`config.mk`:
```
export PLATFORM = sky130hd
export DESIGN_NAME = trig_time_est
export DESIGN_NICKNAME = d
export VERILOG_FILES = /design/src/rtl/tte_pkg.sv /design/src/rtl/tte_tick_sel.sv /design/src/rtl/tte_wacc.sv /design/src/rtl/tte_div.sv /design/src/rtl/trig_time_est.sv
export SDC_FILE = /design/constraint.sdc
export NUM_CORES = 1
export LEC_CHECK = 0
export BUFFER_PORTS_ARGS = -buffer_cell sky130_fd_sc_hd__buf_2
export CAP_MARGIN = 15
export CORE_MARGIN = 2
export CORE_UTILIZATION = 63
export DETAILED_ROUTE_END_ITERATION = 10
export PLACE_DENSITY = 0.81
export SETUP_SLACK_MARGIN = 0.05
export SLEW_MARGIN = 20
export SYNTH_ARGS = -nofsm -noshare
export SYNTH_HDL_FRONTEND = slang
export SYNTH_SLANG_ARGS = --single-unit
```
`constraint.sdc`:
```
create_clock -name clk -period 5 [get_ports clk]
set_input_delay 1 -clock clk [delete_from_list [all_inputs] [get_ports clk]]
set_output_delay 1 -clock clk [all_outputs]
set_load 0.01 [all_outputs]
```
`src/rtl/tte_pkg.sv`:
```
package tte_pkg;
  typedef enum logic [1:0] {
    MODE_FIRST_HALF = 2'd0,
    MODE_LAST_HALF  = 2'd1,
    MODE_LAST_FULL  = 2'd2,
    MODE_WEIGHTED   = 2'd3
  } tte_mode_e;

  typedef enum logic [1:0] {
    ST_IDLE = 2'd0,
    ST_OPEN = 2'd1,
    ST_DIV  = 2'd2
  } tte_state_e;
endpackage

```
`src/rtl/tte_tick_sel.sv`:
```
module tte_tick_sel
  import tte_pkg::*;
#(
  parameter int TW       = 10,
  parameter int HW       = 3,
  parameter int HALF_THR = 3,
  parameter int NSL      = 4
) (
  input  logic           clk,
  input  logic           rst_n,
  input  logic           clr,
  input  logic           en,
  input  tte_mode_e      mode,
  input  logic [HW-1:0]  half,
  input  logic [NSL-1:0] full,
  output logic           hit,
  output logic [TW-1:0]  sel_idx
);
  localparam logic [TW-1:0] IDX_MAX = {TW{1'b1}};

  logic [TW-1:0] idx_q, idx_d;
  logic [TW-1:0] sel_q, sel_d;
  logic          hit_q, hit_d;
  logic          cond;

  // condition for this tick depends on the strategy in force
  always_comb begin
    if (mode == MODE_LAST_FULL) cond = &full;
    else                        cond = (half >= HW'(HALF_THR));
  end

  always_comb begin
    idx_d = idx_q;
    sel_d = sel_q;
    hit_d = hit_q;
    if (clr) begin
      idx_d = '0;
      sel_d = '0;
      hit_d = 1'b0;
    end else if (en) begin
      if (cond && ((mode != MODE_FIRST_HALF) || !hit_q)) begin
        sel_d = idx_q;
        hit_d = 1'b1;
      end
      if (idx_q != IDX_MAX) idx_d = idx_q + 1'b1;
    end
  end

  always_ff @(posedge clk or negedge rst_n) begin
    if (!rst_n) begin
      idx_q <= '0;
      sel_q <= '0;
      hit_q <= 1'b0;
    end else begin
      idx_q <= idx_d;
      sel_q <= sel_d;
      hit_q <= hit_d;
    end
  end

  assign hit     = hit_q;
  assign sel_idx = sel_q;

  AST_FIRST_HOLDS: assert property (@(posedge clk) disable iff (!rst_n)
    (hit_q && !clr && mode == MODE_FIRST_HALF) |=> (sel_q == $past(sel_q)));

  AST_LAST_TRACKS: assert property (@(posedge clk) disable iff (!rst_n)
    (en && !clr && mode == MODE_LAST_FULL && (&full)) |=> (hit_q && sel_q == $past(idx_q)));
endmodule

```
`src/rtl/tte_wacc.sv`:
```
module tte_wacc #(
  parameter int TFW     = 14,
  parameter int WW      = 8,
  parameter int MAX_SEG = 32,
  localparam int CW     = $clog2(MAX_SEG + 1),
  localparam int NUMW   = TFW + WW + CW,
  localparam int DENW   = WW + CW
) (
  input  logic            clk,
  input  logic            rst_n,
  input  logic            clr,
  input  logic            en,
  input  logic [TFW-1:0]  seg_time,
  input  logic [WW-1:0]   seg_wt,
  output logic [NUMW-1:0] num,
  output logic [DENW-1:0] den
);
  logic [CW-1:0]   cnt_q, cnt_d;
  logic [NUMW-1:0] num_q, num_d;
  logic [DENW-1:0] den_q, den_d;
  logic            take;
  logic [NUMW-1:0] prod;

  assign take = en && (cnt_q < CW'(MAX_SEG));
  assign prod = NUMW'(seg_wt) * NUMW'(seg_time);

  always_comb begin
    cnt_d = cnt_q;
    num_d = num_q;
    den_d = den_q;
    if (clr) begin
      cnt_d = '0;
      num_d = '0;
      den_d = '0;
    end else if (take) begin
      cnt_d = cnt_q + 1'b1;
      num_d = num_q + prod;
      den_d = den_q + DENW'(seg_wt);
    end
  end

  always_ff @(posedge clk or negedge rst_n) begin
    if (!rst_n) begin
      cnt_q <= '0;
      num_q <= '0;
      den_q <= '0;
    end else begin
      cnt_q <= cnt_d;
      num_q <= num_d;
      den_q <= den_d;
    end
  end

  assign num = num_q;
  assign den = den_q;

  AST_SEG_CAP: assert property (@(posedge clk) disable iff (!rst_n)
    cnt_q <= CW'(MAX_SEG));

  AST_FULL_FROZEN: assert property (@(posedge clk) disable iff (!rst_n)
    (cnt_q == CW'(MAX_SEG) && !clr) |=> ($stable(num_q) && $stable(den_q)));
endmodule

```
`src/rtl/tte_div.sv`:
```
module tte_div #(
  parameter int NW    = 24,
  parameter int DW    = 14,
  parameter int QW    = 14,
  localparam int CNTW = $clog2(NW + 1)
) (
  input  logic          clk,
  input  logic          rst_n,
  input  logic          start,
  input  logic [NW-1:0] num,
  input  logic [DW-1:0] den,
  output logic          busy,
  output logic          done,
  output logic [QW-1:0] quo
);
  logic [NW-1:0]   dvd_q, dvd_d;
  logic [NW-1:0]   quo_q, quo_d;
  logic [DW-1:0]   den_q, den_d;
  logic [DW-1:0]   rem_q, rem_d;
  logic [CNTW-1:0] cnt_q, cnt_d;
  logic            busy_q, busy_d;
  logic            done_q, done_d;
  logic [DW:0]     rem_sh;
  logic [DW:0]     rem_sub;
  logic            ge;

  // one restoring step per cycle
  assign rem_sh  = {rem_q, dvd_q[NW-1]};
  assign rem_sub = rem_sh - {1'b0, den_q};
  assign ge      = (rem_sh >= {1'b0, den_q});

  always_comb begin
    dvd_d  = dvd_q;
    quo_d  = quo_q;
    den_d  = den_q;
    rem_d  = rem_q;
    cnt_d  = cnt_q;
    busy_d = busy_q;
    done_d = 1'b0;
    if (start) begin
      dvd_d  = num;
      den_d  = den;
      rem_d  = '0;
      quo_d  = '0;
      cnt_d  = CNTW'(NW);
      busy_d = 1'b1;
    end else if (busy_q) begin
      rem_d = ge ? rem_sub[DW-1:0] : rem_sh[DW-1:0];
      dvd_d = dvd_q << 1;
      quo_d = {quo_q[NW-2:0], ge};
      cnt_d = cnt_q - 1'b1;
      if (cnt_q == CNTW'(1)) begin
        busy_d = 1'b0;
        done_d = 1'b1;
      end
    end
  end

  always_ff @(posedge clk or negedge rst_n) begin
    if (!rst_n) begin
      dvd_q  <= '0;
      quo_q  <= '0;
      den_q  <= '0;
      rem_q  <= '0;
      cnt_q  <= '0;
      busy_q <= 1'b0;
      done_q <= 1'b0;
    end else begin
      dvd_q  <= dvd_d;
      quo_q  <= quo_d;
      den_q  <= den_d;
      rem_q  <= rem_d;
      cnt_q  <= cnt_d;
      busy_q <= busy_d;
      done_q <= done_d;
    end
  end

  assign busy = busy_q;
  assign done = done_q;
  assign quo  = quo_q[QW-1:0];

  AST_QUO_FITS: assert property (@(posedge clk) disable iff (!rst_n)
    done_q |-> (quo_q[NW-1:QW] == '0));

  AST_REM_BELOW_DEN: assert property (@(posedge clk) disable iff (!rst_n)
    (busy_q && !start) |-> (rem_q < den_q));

  AST_DONE_AFTER_RUN: assert property (@(posedge clk) disable iff (!rst_n)
    done_q |-> $past(busy_q));
endmodule

```
`src/rtl/trig_time_est.sv`:
```
module trig_time_est
  import tte_pkg::*;
#(
  parameter int TW       = 10,
  parameter int FRAC     = 4,
  parameter int HW       = 3,
  parameter int HALF_THR = 3,
  parameter int NSL      = 4,
  parameter int WW       = 8,
  parameter int MAX_SEG  = 32,
  localparam int TFW     = TW + FRAC,
  localparam int CW      = $clog2(MAX_SEG + 1),
  localparam int NUMW    = TFW + WW + CW,
  localparam int DENW    = WW + CW
) (
  input  logic           clk,
  input  logic           rst_n,
  input  logic           win_open,
  input  logic           win_close,
  input  logic [1:0]     mode_sel,
  input  logic           tk_vld,
  input  logic [HW-1:0]  tk_half,
  input  logic [NSL-1:0] tk_full,
  input  logic           sg_vld,
  input  logic [TFW-1:0] sg_time,
  input  logic [WW-1:0]  sg_wt,
  output logic           busy,
  output logic           out_vld,
  output logic           out_timeout,
  output logic [TFW-1:0] out_time
);
  tte_state_e      state_q, state_d;
  tte_mode_e       mode_q, mode_d;
  logic            vld_q, vld_d;
  logic            tmo_q, tmo_d;
  logic [TFW-1:0]  time_q, time_d;

  logic            clr;
  logic            in_win;
  logic            tick_en;
  logic            seg_en;
  logic            hit;
  logic [TW-1:0]   sel_idx;
  logic [NUMW-1:0] num;
  logic [DENW-1:0] den;
  logic            div_start;
  logic            div_busy;
  logic            div_done;
  logic [TFW-1:0]  div_quo;

  assign clr     = (state_q == ST_IDLE) && win_open;
  assign in_win  = (state_q == ST_OPEN) && !win_close;
  assign tick_en = in_win && tk_vld;
  assign seg_en  = in_win && sg_vld;

  tte_tick_sel #(
    .TW(TW), .HW(HW), .HALF_THR(HALF_THR), .NSL(NSL)
  ) u_sel (
    .clk(clk), .rst_n(rst_n), .clr(clr), .en(tick_en), .mode(mode_q),
    .half(tk_half), .full(tk_full), .hit(hit), .sel_idx(sel_idx)
  );

  tte_wacc #(
    .TFW(TFW), .WW(WW), .MAX_SEG(MAX_SEG)
  ) u_acc (
    .clk(clk), .rst_n(rst_n), .clr(clr), .en(seg_en),
    .seg_time(sg_time), .seg_wt(sg_wt), .num(num), .den(den)
  );

  tte_div #(
    .NW(NUMW), .DW(DENW), .QW(TFW)
  ) u_div (
    .clk(clk), .rst_n(rst_n), .start(div_start), .num(num), .den(den),
    .busy(div_busy), .done(div_done), .quo(div_quo)
  );

  always_comb begin
    state_d   = state_q;
    mode_d    = mode_q;
    vld_d     = 1'b0;
    tmo_d     = 1'b0;
    time_d    = time_q;
    div_start = 1'b0;
    unique case (state_q)
      ST_IDLE: begin
        if (win_open) begin
          mode_d  = tte_mode_e'(mode_sel);
          state_d = ST_OPEN;
        end
      end
      ST_OPEN: begin
        if (win_close) begin
          if (mode_q == MODE_WEIGHTED) begin
            if (den == '0) begin
              tmo_d   = 1'b1;
              state_d = ST_IDLE;
            end else begin
              div_start = 1'b1;
              state_d   = ST_DIV;
            end
          end else begin
            vld_d   = hit;
            tmo_d   = !hit;
            time_d  = {sel_idx, {FRAC{1'b0}}};
            state_d = ST_IDLE;
          end
        end
      end
      ST_DIV: begin
        if (div_done) begin
          vld_d   = 1'b1;
          time_d  = div_quo;
          state_d = ST_IDLE;
        end
      end
      default: state_d = ST_IDLE;
    endcase
  end

  always_ff @(posedge clk or negedge rst_n) begin
    if (!rst_n) begin
      state_q <= ST_IDLE;
      mode_q  <= MODE_FIRST_HALF;
      vld_q   <= 1'b0;
      tmo_q   <= 1'b0;
      time_q  <= '0;
    end else begin
      state_q <= state_d;
      mode_q  <= mode_d;
      vld_q   <= vld_d;
      tmo_q   <= tmo_d;
      time_q  <= time_d;
    end
  end

  assign busy        = (state_q == ST_DIV);
  assign out_vld     = vld_q;
  assign out_timeout = tmo_q;
  assign out_time    = time_q;

  AST_RESULT_EXCL: assert property (@(posedge clk) disable iff (!rst_n)
    !(vld_q && tmo_q));

  AST_BUSY_QUIET: assert property (@(posedge clk) disable iff (!rst_n)
    busy |-> (!vld_q && !tmo_q));

  AST_BUSY_ENDS_RESULT: assert property (@(posedge clk) disable iff (!rst_n)
    $fell(busy) |-> vld_q);

  AST_DIV_TRACK: assert property (@(posedge clk) disable iff (!rst_n)
    (state_q == ST_DIV) |-> (div_busy || div_done));

  AST_SINGLE_PULSE: assert property (@(posedge clk) disable iff (!rst_n)
    (vld_q || tmo_q) |=> (!vld_q && !tmo_q));
endmodule

```
After elaboration in Yosys (flattened, before gate mapping)
Index checks and enable logic that the tools add are counted.
- register bits after elaboration: 166
- latch bits: 0
- bits in writable memories: 0
- ROM bits: 0
- input bits: 37
- output and inout port bits: 17
- word-level logic and storage cells: 115
- memories kept: 0
- add/sub/neg operators: 6
- multiply operators: 1
- div/mod/pow operators: 0
- $lt $le $gt $ge: 3
- eq/ne operators: 10
- shift operators: 0
- mux-type cells: 53
- bitwise logic cells: 0
- reductions and logical operators: 24
- operators with widths (cell ; number):
    14-bit two-way mux ; 10
    28-bit two-way mux ; 4
    10-bit two-way mux ; 6
    28-bit by 22-bit adder with 28-bit output ; 1
    14-bit one-hot mux with 2 select lines ; 1
    8-bit by 14-bit multiplier with 22-bit output ; 1
    1-bit two-way mux ; 21
    15-bit by 14-bit greater-or-equal comparator with 1-bit output ; 1
    14-bit by 8-bit adder with 14-bit output ; 1
    14-bit zero test ; 1
    2-bit nonzero test ; 7
    14-bit subtractor ; 1
    6-bit two-way mux ; 2
    10-bit by 1-bit adder with 10-bit output (second input constant) ; 1
    2-bit two-way mux ; 5
    5-bit two-way mux ; 2
    10-bit != test (second input constant) ; 1
    4-bit AND reduction ; 2
    6-bit by 1-bit adder with 6-bit output (second input constant) ; 1
    2-bit == test (second input constant) ; 3
    1-bit logical AND ; 6
    6-bit less-than comparator (second input constant) ; 1
    2-bit != test (second input constant) ; 3
    2-bit one-hot mux with 3 select lines ; 1
    other kinds (11) ; 14

Longest topological paths before layout
Gate-level depths: netlist of the first run.
- depth in word-level cells: 6
- depth in mapped cells: 18
- mapped depth without buffers: 17

By module
Synthesis of the first run repeated with hierarchy kept, for this count alone.
- cells, all modules: 1435
- area total of the unflattened synthesis: 13227.7 um^2
- modules (own cells, without submodules) (module ; times used ; cells an instance ; area each (um^2) ; sequential area each (um^2)):
    tte_wacc ; 1 ; 804 ; 6927.9 ; 1201.2
    tte_div ; 1 ; 438 ; 4175.3 ; 1926.8
    tte_tick_sel ; 1 ; 109 ; 1067.3 ; 525.5
    trig_time_est ; 1 ; 84 ; 1057.3 ; 500.5

Worst setup path before layout of the first run
No wires, ideal clock.
- kind: input -> register
- from: input sg_wt[7]
- to: register u_acc.num_q[20] (netlist: u_acc.num[20])
- library setup time: 128 ps
- data arrival time: 5160 ps
- required time: 4872 ps
- path slack: -287 ps
- stages: 16
- path buffers: 1
- cell sequence: clkbuf_1 > and2_1 > fa_1 > fa_1 > fa_1 > inv_1 > fa_1 > inv_1 > ha_1 > a21oi_1 > o21ai_0 > nor3_1 > a31oi_1 > a221oi_1 > xor2_1 > o21ai_0
- word-level cells in the longest chain between the ends: 4
- RTL lines (what ; RTL line ; text):
    from (decl) ; trig_time_est.sv:26 ; input logic [WW-1:0] sg_wt,
    8-bit by 14-bit multiplier with 22-bit output ; tte_wacc.sv:25 ; assign prod = NUMW'(seg_wt) * NUMW'(seg_time);
    28-bit by 22-bit adder with 28-bit output ; tte_wacc.sv:37 ; num_d = num_q + prod;
    28-bit two-way mux ; tte_wacc.sv:35 ; end else if (take) begin
    28-bit two-way mux ; tte_wacc.sv:31 ; if (clr) begin
    to (signal assigned) ; tte_wacc.sv:49 ; num_q <= num_d;
    to (decl) ; tte_wacc.sv:19 ; logic [NUMW-1:0] num_q, num_d;
No other way between the ends. The select of a mux whose other input is x is not followed.
A chain may end at the register's enable or synchronous reset.

Worst setup path after layout of the first run
- from: input sg_time[8]
- to: register u_acc.num_q[27] (netlist: u_acc.num[27])
- word-level cells in the longest chain between the ends: 4
- RTL lines (what ; RTL line ; text):
    from (decl) ; trig_time_est.sv:25 ; input logic [TFW-1:0] sg_time,
    8-bit by 14-bit multiplier with 22-bit output ; tte_wacc.sv:25 ;
    28-bit by 22-bit adder with 28-bit output ; tte_wacc.sv:37 ;
    28-bit two-way mux ; tte_wacc.sv:35 ;
    28-bit two-way mux ; tte_wacc.sv:31 ;
No other way between the ends. The select of a mux whose other input is x is not followed.

==> load_flow_metrics.sql, run 1 <==
INSERT INTO impl_metrics (metric_group, metric, value, unit) VALUES
('clock_network', 'cts.root.buffer_cell', 'sky130_fd_sc_hd__clkbuf_16', ''),
('pwr', 'leakage', '7.19', 'nW'),
('floorplanning', 'floorplan.io_pins', '54', ''),
('synth', 'synth_async_sr_flop_share', '100', '%'),
('pwr', 'net_switching_fraction_of_the_power', '44.2', '%'),
('sta', 'rsz0062_at_grt', 'true', ''),
('flow_run', 'drv.max_cap_violation_count', '0', ''),
('pwr', 'irDropWorstVdd', '0.428', 'mV'),
('place', 'dp_cells', '1699', ''),
('pwr', 'intPower', '0.00584', 'W'),
('status', 'status', 'complete, no violations', ''),
('sta', 'timing.final.crit_period', '4.81', 'ns'),
('detailed_routing', 'detailedRoute.firstPassIterationCount', '5', ''),
('clock_network', 'clk_pin_slew', '0.07', 'ns'),
('floorplanning', 'num_rows', '51', ''),
('synth', 'number_of_enable_flip_flop_cells_after_synthesis', '0', ''),
('clock_network', 'post-cts-setup-buffer-count', '0', ''),
('sta', 'max_clock_freq', '208', 'MHz'),
('cells_and_area', 'num-fill-cells', '1360', ''),
('pwr', 'totalPowerFinal', '0.0105', 'W'),
('critical_path', 'timing.critical_path.from_type', 'input pin', ''),
('clock_network', 'clock_tree.htree_level_count', '4', ''),
('clock_network', 'cts_hold_buffers', '0', ''),
('global_routing', 'first_global_vias', '9814', ''),
('floorplanning', 'total_die_area', '0.0210', 'mm^2'),
('global_routing', 'largest_net_degree_at_the_start_of_global_routing', '119', ''),
('sta', 'relSlewSlack', '38.2', '%'),
('clock_network', 'clkLatencyLatePin', '0.43', 'ns'),
('global_routing', 'globalRouteTotalUtil', '28.1', '%'),
('detailed_routing', 'antenna_violating_nets_post_route', '0', ''),
('place', 'post-dp-hpwl', '20500', 'um'),
('synth', 'yosysUniqueCellTypes', '61', ''),
('pwr', 'netSwitchingPower', '0.00464', 'W'),
('place', 'numPortBuffers', '53', ''),
('clock_network', 'tritoncts', 'done', ''),
('critical_path', 'cp_bufs_invs', '4', ''),
('global_routing', 'grt_first_pass_wirelength', '46500', 'um'),
('synth', 'synth-simple-area-share', '16.1', '%'),
('synth', 'combinational_family_with_the_most_area_after_synthesis', 'adder cells', ''),
('synth', 'leading_cell_types_by_count_after_synthesis', 'sky130_fd_sc_hd__nand2_1 (185), sky130_fd_sc_hd__inv_1 (177), sky130_fd_sc_hd__dfrtp_1 (166)', ''),
('sta', 'final_max_slew_viol_count', '0', ''),
('clock_network', 'maximum_buffer_depth_of_the_clock_tree', '2', ''),
('detailed_routing', 'drcViolationCount', '0', ''),
('synth', 'synth.ff_latch_count', '166', ''),
('sta', 'worstMarginPinSlew', '0.927', 'ns'),
('synth', 'synth_top_area_share', '33.2', '%'),
('synth', 'synth.mux.area_fraction', '5.86', '%'),
('cells_and_area', 'nets', '1660', ''),
('detailed_routing', 'detail_route.wirelength', '27600', 'um'),
('clock_network', 'cts_made_buffers', '17', ''),
('pwr', 'comb_power_share', '66.4', '%'),
('critical_path', 'cpMaxStageDelayCell', 'sky130_fd_sc_hd__fa_1', ''),
('hold_path', 'hold_path_class', 'reg -> reg', ''),
('floorplanning', 'die-width', '145', 'um'),
('floorplanning', 'initial_core_util', '64.2', '%'),
('synth', 'synthesized_area_fraction_occupied_by_xor_and_xnor_cells', '3.92', '%'),
('sta', 'setup_violations', '0', ''),
('global_routing', 'grt-ovfl-total', '0', ''),
('critical_path', 'cp-end-kind', 'register', ''),
('global_routing', 'antenna_found_initial', '0', ''),
('detailed_routing', 'viasPerCell', '5.62', ''),
('cells_and_area', 'area.growth.synth_to_final', '15.3', '%'),
('floorplanning', 'fp.dieH', '145', 'um'),
('cells_and_area', 'drive_above_1_share', '14.7', '%'),
('critical_path', 'worst_path_most_repeated_cell', 'sky130_fd_sc_hd__fa_1', ''),
('critical_path', 'worstPathMaxFanout', '5', ''),
('synth', 'synth_fa_ha_area_share', '22.7', '%'),
('sta', 'finalCritPeriodShare', '96.2', '%'),
('critical_path', 'timing.critical_path.slowest_cell_delay', '0.54', 'ns'),
('sta', 'hold_violations', '0', ''),
('synth', 'syn_area', '0.0125', 'mm^2');
==> final timing paths <==
path	startpoint	end	slack [ns]	cells after the start
worst max-delay path	sg_time[8]	u_acc.num[27]	0.19	16
worst min-delay path	out_time[9]	out_time[9]	0.47	2
worst max register to register	u_acc.num[9]	u_acc.num[18]	0.55	17
worst min register to register	out_time[9]	out_time[9]	0.47	2
max in group asynchronous	rst_n	u_div.rem_q[1]	3.36	2
min in group asynchronous	rst_n	out_time[5]	0.68	1
==> power groups by stage <==
stage	clock network, W	logic [W]	registers (W)
after floorplan	0	0.00487	0.00203
after global placement	0	0.00646	0.00214
after detailed placement	0	0.00674	0.00217
after CTS	0.00138	0.00682	0.00215
after global routing	0.00143	0.00779	0.00221
final	0.00136	0.00696	0.00216
==> through the flow <==
| stage | utilization (%) | setup WS (ns) | setup TNS (ns) | cell area (um^2) |
|---|---|---|---|---|
| 2_1_floorplan | - | 0.0567 | 0 | 12800 |
| 3_3_place_gp | 70.3 | -0.311 | -2.97 | 13700 |
| 3_5_place_dp | 70.3 | -0.413 | -4.71 | 13700 |
| 4_1_cts | 73.5 | 0.0591 | 0 | 14300 |
| 5_1_grt | 74.0 | 0.0249 | 0 | 14400 |
| 6_report | 74.0 | 0.190 | 0 | 14400 |
==> sequential cells by signal, indices dropped and copies added (netlist names) <==
register / flops
u_div.busy: 1
out_vld: 1
u_acc.cnt_q: 6
mode_q: 2
u_acc.num: 28
u_div.dvd_q: 28
out_timeout: 1
u_sel.idx_q: 10
u_div.quo_q: 14
u_sel.hit: 1
u_sel.sel_idx: 10
u_div.done: 1
out_time: 14
u_div.cnt_q: 5
u_div.rem_q: 14
u_div.den_q: 14
state_q: 2
u_acc.den: 14
==> routing by layer <==
| metal | up-vias | track usage [%] | share of wire, % |
|---|---|---|---|
| met2 | 227 | 48.4 | 50 |
| met1 | 4797 | 36.9 | 44 |
| met5 | - | 0 | 0 |
| met4 | 0 | 9.81 | 2.2 |
| met3 | 49 | 3.32 | 3.8 |
| li1 | 4660 | - | - |
==> area by class of cell <==
class	count	area share (%)
antenna	1	0.0174
clock buffer	17	2.95
clock inverter	14	1.30
inverter	178	4.64
multi-input combinational	959	53.6
sequential	166	28.8
tap	265	2.30
timing repair buffer	131	6.39
==> worst register-to-register path: stages (launching register included) <==
cell	delay, ns
sky130_fd_sc_hd__dfrtp_1	0.37
sky130_fd_sc_hd__inv_1	0.08
sky130_fd_sc_hd__fa_1	0.53
sky130_fd_sc_hd__inv_1	0.06
sky130_fd_sc_hd__fa_1	0.51
sky130_fd_sc_hd__fa_1	0.54
sky130_fd_sc_hd__inv_1	0.05
sky130_fd_sc_hd__fa_1	0.53
sky130_fd_sc_hd__inv_1	0.06
sky130_fd_sc_hd__ha_4	0.28
sky130_fd_sc_hd__nand4_1	0.15
sky130_fd_sc_hd__nor4_2	0.28
sky130_fd_sc_hd__nor3_2	0.09
sky130_fd_sc_hd__buf_4	0.15
sky130_fd_sc_hd__o21a_4	0.21
sky130_fd_sc_hd__nor3_4	0.18
sky130_fd_sc_hd__nor4_1	0.06
sky130_fd_sc_hd__a311oi_1	0.22
==> cell families after synthesis <==
group | Yosys count
AOI/OAI and AO/OA | 235
xor gates and xnor gates | 56
adders and majority gates | 170
buffers and inverters | 232
DFF | 166
muxes | 73
and+or+nand+nor | 425
==> placed cells by master, fill, tap and decap left out, types with 10 or more instances in the layout <==
master,instances
sky130_fd_sc_hd__and2_4,13
sky130_fd_sc_hd__mux2i_1,72
sky130_fd_sc_hd__inv_1,176
sky130_fd_sc_hd__xnor2_1,32
sky130_fd_sc_hd__fa_1,92
sky130_fd_sc_hd__buf_2,42
sky130_fd_sc_hd__nand2_1,182
sky130_fd_sc_hd__dfrtp_1,165
sky130_fd_sc_hd__o21ai_0,84
sky130_fd_sc_hd__nor2_1,74
sky130_fd_sc_hd__a21oi_1,63
sky130_fd_sc_hd__clkbuf_16,17
sky130_fd_sc_hd__and2_1,60
sky130_fd_sc_hd__xor2_1,24
sky130_fd_sc_hd__buf_4,82
sky130_fd_sc_hd__a21o_1,11
sky130_fd_sc_hd__nand3_1,23
sky130_fd_sc_hd__a211oi_1,10
sky130_fd_sc_hd__ha_1,67
sky130_fd_sc_hd__nand4_1,10
==> timing repair <==
item                                    CTS  global route
resized for setup                         1            40
pin swaps                                 0            24
endpoints found under the setup margin    1            14
gates cloned                              0             0
No activity file was read; power rests on OpenSTA's default activity.
==> run 2, diff against run 1 <==
Settings changed: GPL_TIMING_DRIVEN from default to 0, SKIP_CTS_REPAIR_TIMING from default to 1, SLEW_MARGIN 20 to default.
==> run 2 against run 1 <==
  * Clock power shrank 5%
  * Via count grew 2.9%
  * Sequential share of layout area shrank 0.26 points
  * Clock skew grew 0.0024 ns
  * Combinational power shrank 2%
  * Non-clock buffer count grew 2
  * Final area grew 0.88%
  * Hold slack lost 0.0015 ns
  * Clock-buffer cell count is the same
  * Critical endpoint is now u_acc.num[18]
  * Critical path depth grew 1
==> load_flow_metrics.sql, run 2 (synthesis gave the netlist of run 1 again) <==
INSERT INTO impl_metrics (metric_group, metric, value, unit) VALUES
('status', 'status', 'complete, no violations', ''),
('global_routing', 'first_global_vias', '9930', ''),
('sta', 'relSlewSlack', '46.9', '%'),
('sta', 'max_clock_freq', '203', 'MHz'),
('critical_path', 'cell_by_cell_trace_of_the_critical_path', 'buf_6 -> buf_8 -> and2_4 -> fa_1 -> fa_1 -> fa_1 -> inv_2 -> fa_1 -> inv_2 -> ha_4 -> nand4_1 -> nor4_4 -> nor3_4 -> o21a_2 -> nor3_4 -> nor4_2 -> a311oi_1', ''),
('critical_path', 'cpMaxStageDelayCell', 'sky130_fd_sc_hd__fa_1', ''),
('critical_path', 'timing.critical_path.from', 'sg_wt[4]', ''),
('sta', 'timing.final.crit_period', '4.92', 'ns'),
('detailed_routing', 'num_vias', '10014', ''),
('pwr', 'irDropWorstVdd', '0.386', 'mV'),
('critical_path', 'reg2reg_to', 'u_acc.num[27]', ''),
('floorplanning', 'num_rows', '51', ''),
('detailed_routing', 'wl_met3', '1570', 'um'),
('place', 'dpl-instance-area', '0.0134', 'mm^2'),
('cells_and_area', 'area.growth.synth_to_final', '16.3', '%'),
('clock_network', 'clk_pin_slew', '0.07', 'ns'),
('place', 'dp_cells', '1676', ''),
('floorplanning', 'fp.dieH', '145', 'um'),
('critical_path', 'timing.critical_path.from_type', 'input pin', ''),
('sta', 'final_max_slew_viol_count', '0', ''),
('clock_network', 'cts.root.buffer_cell', 'sky130_fd_sc_hd__clkbuf_16', ''),
('pwr', 'powerDensity', '704', 'mW/mm^2'),
('flow_run', 'drv.max_cap_violation_count', '0', ''),
('pwr', 'leakage', '7.17', 'nW'),
('cells_and_area', 'commonest_cells_after_routing_fill_and_taps_aside', 'sky130_fd_sc_hd__nand2_1 (182), sky130_fd_sc_hd__inv_1 (169), sky130_fd_sc_hd__dfrtp_1 (166), sky130_fd_sc_hd__fa_1 (91), sky130_fd_sc_hd__o21ai_0 (83)', ''),
('global_routing', 'globalRouteTotalUtil', '29.3', '%'),
('critical_path', 'worst_path_dominant_cell_family', 'adder cells', ''),
('floorplanning', 'floorplan.io_pins', '54', ''),
('floorplanning', 'initial_core_util', '64.2', '%'),
('cells_and_area', 'num_antenna_cells', '0', ''),
('critical_path', 'rr_startpoint', 'u_acc.num[6]', ''),
('detailed_routing', 'wl_met2', '15200', 'um'),
('critical_path', 'timing.critical_path.slowest_cell_delay', '0.57', 'ns'),
('hold_path', 'hold_path_class', 'reg -> reg', ''),
('critical_path', 'timing.critical_path.to', 'u_acc.num[18]', ''),
('global_routing', 'largest_net_degree_at_the_start_of_global_routing', '100', ''),
('cells_and_area', 'post_layout_nonfiller_instances', '1733', ''),
('detailed_routing', 'detailedRoute.firstPassIterationCount', '5', ''),
('clock_network', 'clkLatencyLatePin', '0.44', 'ns'),
('critical_path', 'worstPathArrival', '5.27', 'ns'),
('sta', 'tns', '0', 'ns'),
('critical_path', 'cp-end-kind', 'register', ''),
('critical_path', 'worst_path_most_repeated_cell', 'sky130_fd_sc_hd__fa_1', ''),
('sta', 'worstMarginPinSlew', '0.796', 'ns'),
('cells_and_area', 'layout.cells.most_common', 'sky130_fd_sc_hd__nand2_1', ''),
('floorplanning', 'total_die_area', '0.0210', 'mm^2'),
('critical_path', 'worstPathMaxFanout', '7', ''),
('global_routing', 'antenna_found_initial', '0', ''),
('cells_and_area', 'nets', '1662', ''),
('clock_network', 'cts_made_buffers', '17', ''),
('sta', 'setup_violations', '0', ''),
('clock_network', 'maximum_buffer_depth_of_the_clock_tree', '2', ''),
('floorplanning', 'core_area', '0.0195', 'mm^2'),
('global_routing', 'grt_first_pass_wirelength', '48000', 'um'),
('critical_path', 'critical_path_data_required_time', '5.34', 'ns'),
('critical_path', 'reg2reg_slack', '0.47', 'ns'),
('global_routing', 'grt-ovfl-total', '0', ''),
('detailed_routing', 'drcViolationCount', '0', ''),
('detailed_routing', 'antenna_violating_nets_post_route', '0', ''),
('sta', 'finalCritPeriodShare', '98.5', '%'),
('detailed_routing', 'viasPerCell', '5.78', ''),
('sta', 'rsz0062_at_grt', 'true', ''),
('clock_network', 'tritoncts', 'done', ''),
('detailed_routing', 'detail_route.wirelength', '30600', 'um'),
('critical_path', 'critical_path_class', 'in -> reg', ''),
('clock_network', 'numClockSinks', '166', ''),
('detailed_routing', 'detail_route.wirelength.met1', '12600', 'um'),
('clock_network', 'clock_tree.htree_level_count', '4', ''),
('place', 'numPortBuffers', '53', ''),
('critical_path', 'reg2reg_depth', '16', ''),
('detailed_routing', 'initialDrtViolationCount', '679', ''),
('place', 'post-dp-hpwl', '22000', 'um'),
('sta', 'hold_violations', '0', ''),
('detailed_routing', 'route.detailed.wl_per_inst', '17.7', 'um'),
('critical_path', 'crit_cells', '17', ''),
('place', 'weighted_congestion_at_the_end_of_routability_driven_global_placement', '0.935', ''),
('critical_path', 'cp_bufs_invs', '4', ''),
('cells_and_area', 'final_area', '0.0145', 'mm^2'),
('sta', 'fin_skew', '0.0123', 'ns'),
('cells_and_area', 'drive_above_1_share', '13.8', '%'),
('detailed_routing', 'highest_layer', 'met4', ''),
('floorplanning', 'die-width', '145', 'um');
## run 2: worst min-delay path: stages, from the launching register on
cell and delay, ns:
sky130_fd_sc_hd__dfrtp_1 0.34, sky130_fd_sc_hd__nand2_1 0.04, sky130_fd_sc_hd__o21ai_0 0.06
## run 2: stage by stage
stage | utilization [%] | setup WS (ns) | hold slack, ns | total power (W)
after detailed placement | 68.9 | -0.641 | 0.465 | 0.00824
after CTS | 71.9 | -0.194 | 0.481 | 0.00956
after global placement | 68.7 | -0.617 | 0.458 | 0.00800
after floorplan | - | 0.0567 | 0.450 | 0.00691
final | 74.7 | 0.0756 | 0.472 | 0.0102
after global routing | 74.7 | -0.0438 | 0.526 | 0.0111
## run 2: metal layers
metal  vias to the layer above  GRT usage, %
met5                         -             0
met4                         0          13.2
met3                        95          4.31
met2                       352          50.3
met1                      4912          36.9
li1                       4655             -
## run 2: cell type report
| class | count | area [um^2] |
|---|---|---|
| fill | 1336 | 4920 |
| multi-input combinational | 959 | 7780 |
| tap | 265 | 332 |
| buffer | 52 | 300 |
| sequential | 166 | 4150 |
| clock buffer | 17 | 425 |
| inverter | 178 | 668 |
| timing repair buffer | 81 | 724 |
| clock inverter | 15 | 155 |
## run 2: how the worst min path moves through the flow
stage,endpoint,slack [ns],cells past startpoint,startpoint
CTS,out_time[4],0.48,2,out_time[4]
global route,out_time[4],0.53,1,rst_n
floorplan,u_div.dvd_q[5],0.45,2,u_acc.num[5]
detailed placement,out_time[4],0.47,2,out_time[4]
global placement,out_time[5],0.46,2,out_time[5]
finish,out_time[5],0.47,2,out_time[5]
## run 2: power breakdown
part	switching [W]	leakage, nW	internal (W)
clock network	0.000587	0.288	0.000706
logic	0.00387	4.71	0.00296
registers	0.000332	2.18	0.00178
total	0.00479	7.17	0.00545
==> run 3, diff against run 2 <==
Settings changed: CORE_UTILIZATION 63 to 57, PLACE_DENSITY 0.81 to 0.78.
Clock period 5 ns to 4.1 ns, I/O delays scaled along.
==> run 3 against run 2 <==
  * The run now ends with setup timing left
  * Clock-buffer cell count is 2 higher
  * Combinational power is 41% higher
  * Sequential share of layout area is 0.98 points lower
  * Total power is 35% higher
  * Global-route usage is 3.2 points lower
  * First-iteration DRC count is 11% lower
  * Non-clock buffer count is 17 higher
  * Cell count is 1.8% higher
  * Worst setup slack worse by 0.66 ns
  * Critical path depth is 1 higher
  * Clock skew is 0.0046 ns lower
  * Clock power is 22% higher
  * Critical path type unchanged
  * Highest routed layer unchanged
==> load_flow_metrics.sql, run 3 (synthesis gave the netlist of run 1 again) <==
INSERT INTO impl_metrics (metric_group, metric, value, unit) VALUES
('clock_network', 'clkLatencyLatePin', '0.43', 'ns'),
('global_routing', 'grt_first_pass_wirelength', '49300', 'um'),
('floorplanning', 'total_die_area', '0.0231', 'mm^2'),
('critical_path', 'timing.critical_path.slowest_cell_delay', '0.57', 'ns'),
('critical_path', 'cpMaxStageDelayCell', 'sky130_fd_sc_hd__fa_1', ''),
('critical_path', 'worst_path_most_repeated_cell', 'sky130_fd_sc_hd__fa_1', ''),
('floorplanning', 'initial_core_util', '57.6', '%'),
('critical_path', 'timing.critical_path.from_type', 'input pin', ''),
('detailed_routing', 'drcViolationCount', '0', ''),
('clock_network', 'clk_pin_slew', '0.06', 'ns'),
('sta', 'hold_violations', '0', ''),
('detailed_routing', 'initialDrtViolationCount', '602', ''),
('place', 'post-dp-hpwl', '22200', 'um'),
('critical_path', 'crit_cells', '18', ''),
('sta', 'rsz0062_at_grt', 'true', ''),
('global_routing', 'globalRouteTotalUtil', '26.1', '%'),
('cells_and_area', 'layout.cells.most_common', 'sky130_fd_sc_hd__nand2_1', ''),
('detailed_routing', 'route.detailed.wl_per_inst', '17.3', 'um'),
('global_routing', 'antenna_found_initial', '0', ''),
('global_routing', 'grt-ovfl-total', '0', ''),
('floorplanning', 'die-width', '152', 'um'),
('critical_path', 'worst_path_dominant_cell_family', 'adder cells', ''),
('cells_and_area', 'commonest_cells_after_routing_fill_and_taps_aside', 'sky130_fd_sc_hd__nand2_1 (174), sky130_fd_sc_hd__dfrtp_1 (166), sky130_fd_sc_hd__inv_1 (160), sky130_fd_sc_hd__fa_1 (88), sky130_fd_sc_hd__o21ai_0 (76)', ''),
('status', 'status', 'complete, but fails checks', ''),
('global_routing', 'first_global_vias', '9952', ''),
('sta', 'max_clock_freq', '213', 'MHz'),
('cells_and_area', 'finish.utilization', '69.4', '%'),
('sta', 'fin_skew', '0.00771', 'ns'),
('critical_path', 'cp_bufs_invs', '5', ''),
('clock_network', 'maximum_buffer_depth_of_the_clock_tree', '2', ''),
('detailed_routing', 'detailedRoute.firstPassIterationCount', '5', ''),
('sta', 'setup_violations', '19', ''),
('sta', 'final_max_slew_viol_count', '0', ''),
('detailed_routing', 'highest_layer', 'met4', ''),
('global_routing', 'largest_net_degree_at_the_start_of_global_routing', '97', ''),
('clock_network', 'cts_made_buffers', '17', ''),
('floorplanning', 'core_area', '0.0217', 'mm^2'),
('sta', 'postLayoutSetupSlackWorst', '-0.586', 'ns'),
('cells_and_area', 'num_antenna_cells', '0', ''),
('sta', 'timing.final.crit_period', '4.69', 'ns'),
('hold_path', 'hold_path_class', 'in -> async', ''),
('clock_network', 'tritoncts', 'done', ''),
('sta', 'tns', '-6.71', 'ns'),
('detailed_routing', 'detail_route.wirelength.met1', '13000', 'um'),
('floorplanning', 'fp.dieH', '152', 'um'),
('pwr', 'leakage', '7.29', 'nW'),
('sta', 'finalCritPeriodShare', '114', '%'),
('detailed_routing', 'viasPerCell', '5.70', ''),
('critical_path', 'reg2reg_depth', '16', ''),
('sta', 'worstMarginPinSlew', '0.790', 'ns'),
('pwr', 'irDropWorstVdd', '0.706', 'mV'),
('critical_path', 'cp-end-kind', 'register', ''),
('status', 'failed_checks', 'setup timing', ''),
('critical_path', 'critical_path_class', 'in -> reg', ''),
('floorplanning', 'num_rows', '54', ''),
('flow_run', 'drv.max_cap_violation_count', '0', ''),
('sta', 'relSlewSlack', '47.4', '%'),
('critical_path', 'worstPathMaxFanout', '5', ''),
('clock_network', 'clock_tree.htree_level_count', '4', ''),
('floorplanning', 'floorplan.io_pins', '54', ''),
('critical_path', 'critical_path_data_required_time', '4.42', 'ns'),
('cells_and_area', 'area.growth.synth_to_final', '20.4', '%'),
('detailed_routing', 'antenna_violating_nets_post_route', '0', ''),
('critical_path', 'worstPathArrival', '5.01', 'ns'),
('detailed_routing', 'num_vias', '10069', ''),
('detailed_routing', 'wl_met3', '1560', 'um'),
('cells_and_area', 'drive_above_1_share', '17.8', '%'),
('place', 'numPortBuffers', '53', ''),
('clock_network', 'numClockSinks', '166', ''),
('detailed_routing', 'wl_met2', '15200', 'um'),
('pwr', 'powerDensity', '917', 'mW/mm^2'),
('detailed_routing', 'detail_route.wirelength', '30600', 'um'),
('clock_network', 'cts.root.buffer_cell', 'sky130_fd_sc_hd__clkbuf_16', ''),
('cells_and_area', 'nets', '1679', ''),
('place', 'weighted_congestion_at_the_end_of_routability_driven_global_placement', '0.899', ''),
('critical_path', 'cell_by_cell_trace_of_the_critical_path', 'buf_12 -> buf_12 -> buf_8 -> and2_4 -> fa_1 -> fa_1 -> fa_1 -> inv_2 -> fa_1 -> inv_2 -> ha_4 -> nand4_1 -> a21oi_2 -> a21oi_2 -> or3_4 -> o21ai_4 -> a21oi_2 -> a31o_2', '');
[run 3: path summary, 6_finish.rpt]
| path | startpoint | end | slack (ns) |
|---|---|---|---|
| min reg2reg | out_time[5] | out_time[5] | 0.47 |
| min in group clk | out_time[5] | out_time[5] | 0.47 |
| min | rst_n | out_time[4] | 0.41 |
| max in group asynchronous | rst_n | u_div.dvd_q[8] | 2.93 |
| max | sg_wt[5] | u_acc.num[27] | -0.59 |
| max reg2reg | u_acc.num[10] | u_acc.num[27] | -0.36 |
[run 3: stage by stage]
stage	power (W)	setup WS [ns]	instance area, um^2	instances	hold slack [ns]
6_report	0.0138	-0.586	15100	1765	0.408
2_1_floorplan	0.00883	-0.599	13000	1357	0.450
5_1_grt	0.0149	-0.705	15100	1765	0.470
3_5_place_dp	0.0105	-1.29	13600	1691	0.466
4_1_cts	0.0121	-0.845	14200	1723	0.433
3_3_place_gp	0.0102	-1.25	13600	1690	0.455
[run 3: layout make-up]
type | count | area [um^2]
Multi-Input combinational cell | 959 | 8080
Fill cell | 1605 | 6640
Sequential cell | 166 | 4150
Timing Repair Buffer | 96 | 881
Inverter | 178 | 668
Clock buffer | 19 | 433
Tap cell | 280 | 350
Buffer | 54 | 333
Clock inverter | 13 | 151
[run 3: power breakdown]
group	internal, W	total (W)	switching (W)
Sequential	0.00217	0.00258	0.000402
Combinational	0.00441	0.00965	0.00524
Clock	0.000905	0.00157	0.000669
[run 3: layer usage]
metal | GRT usage, % | vias to the layer above
li1 | - | 4702
met1 | 35.3 | 4966
met2 | 43.9 | 332
met3 | 3.22 | 69
met4 | 8.90 | 0
met5 | 0 | -
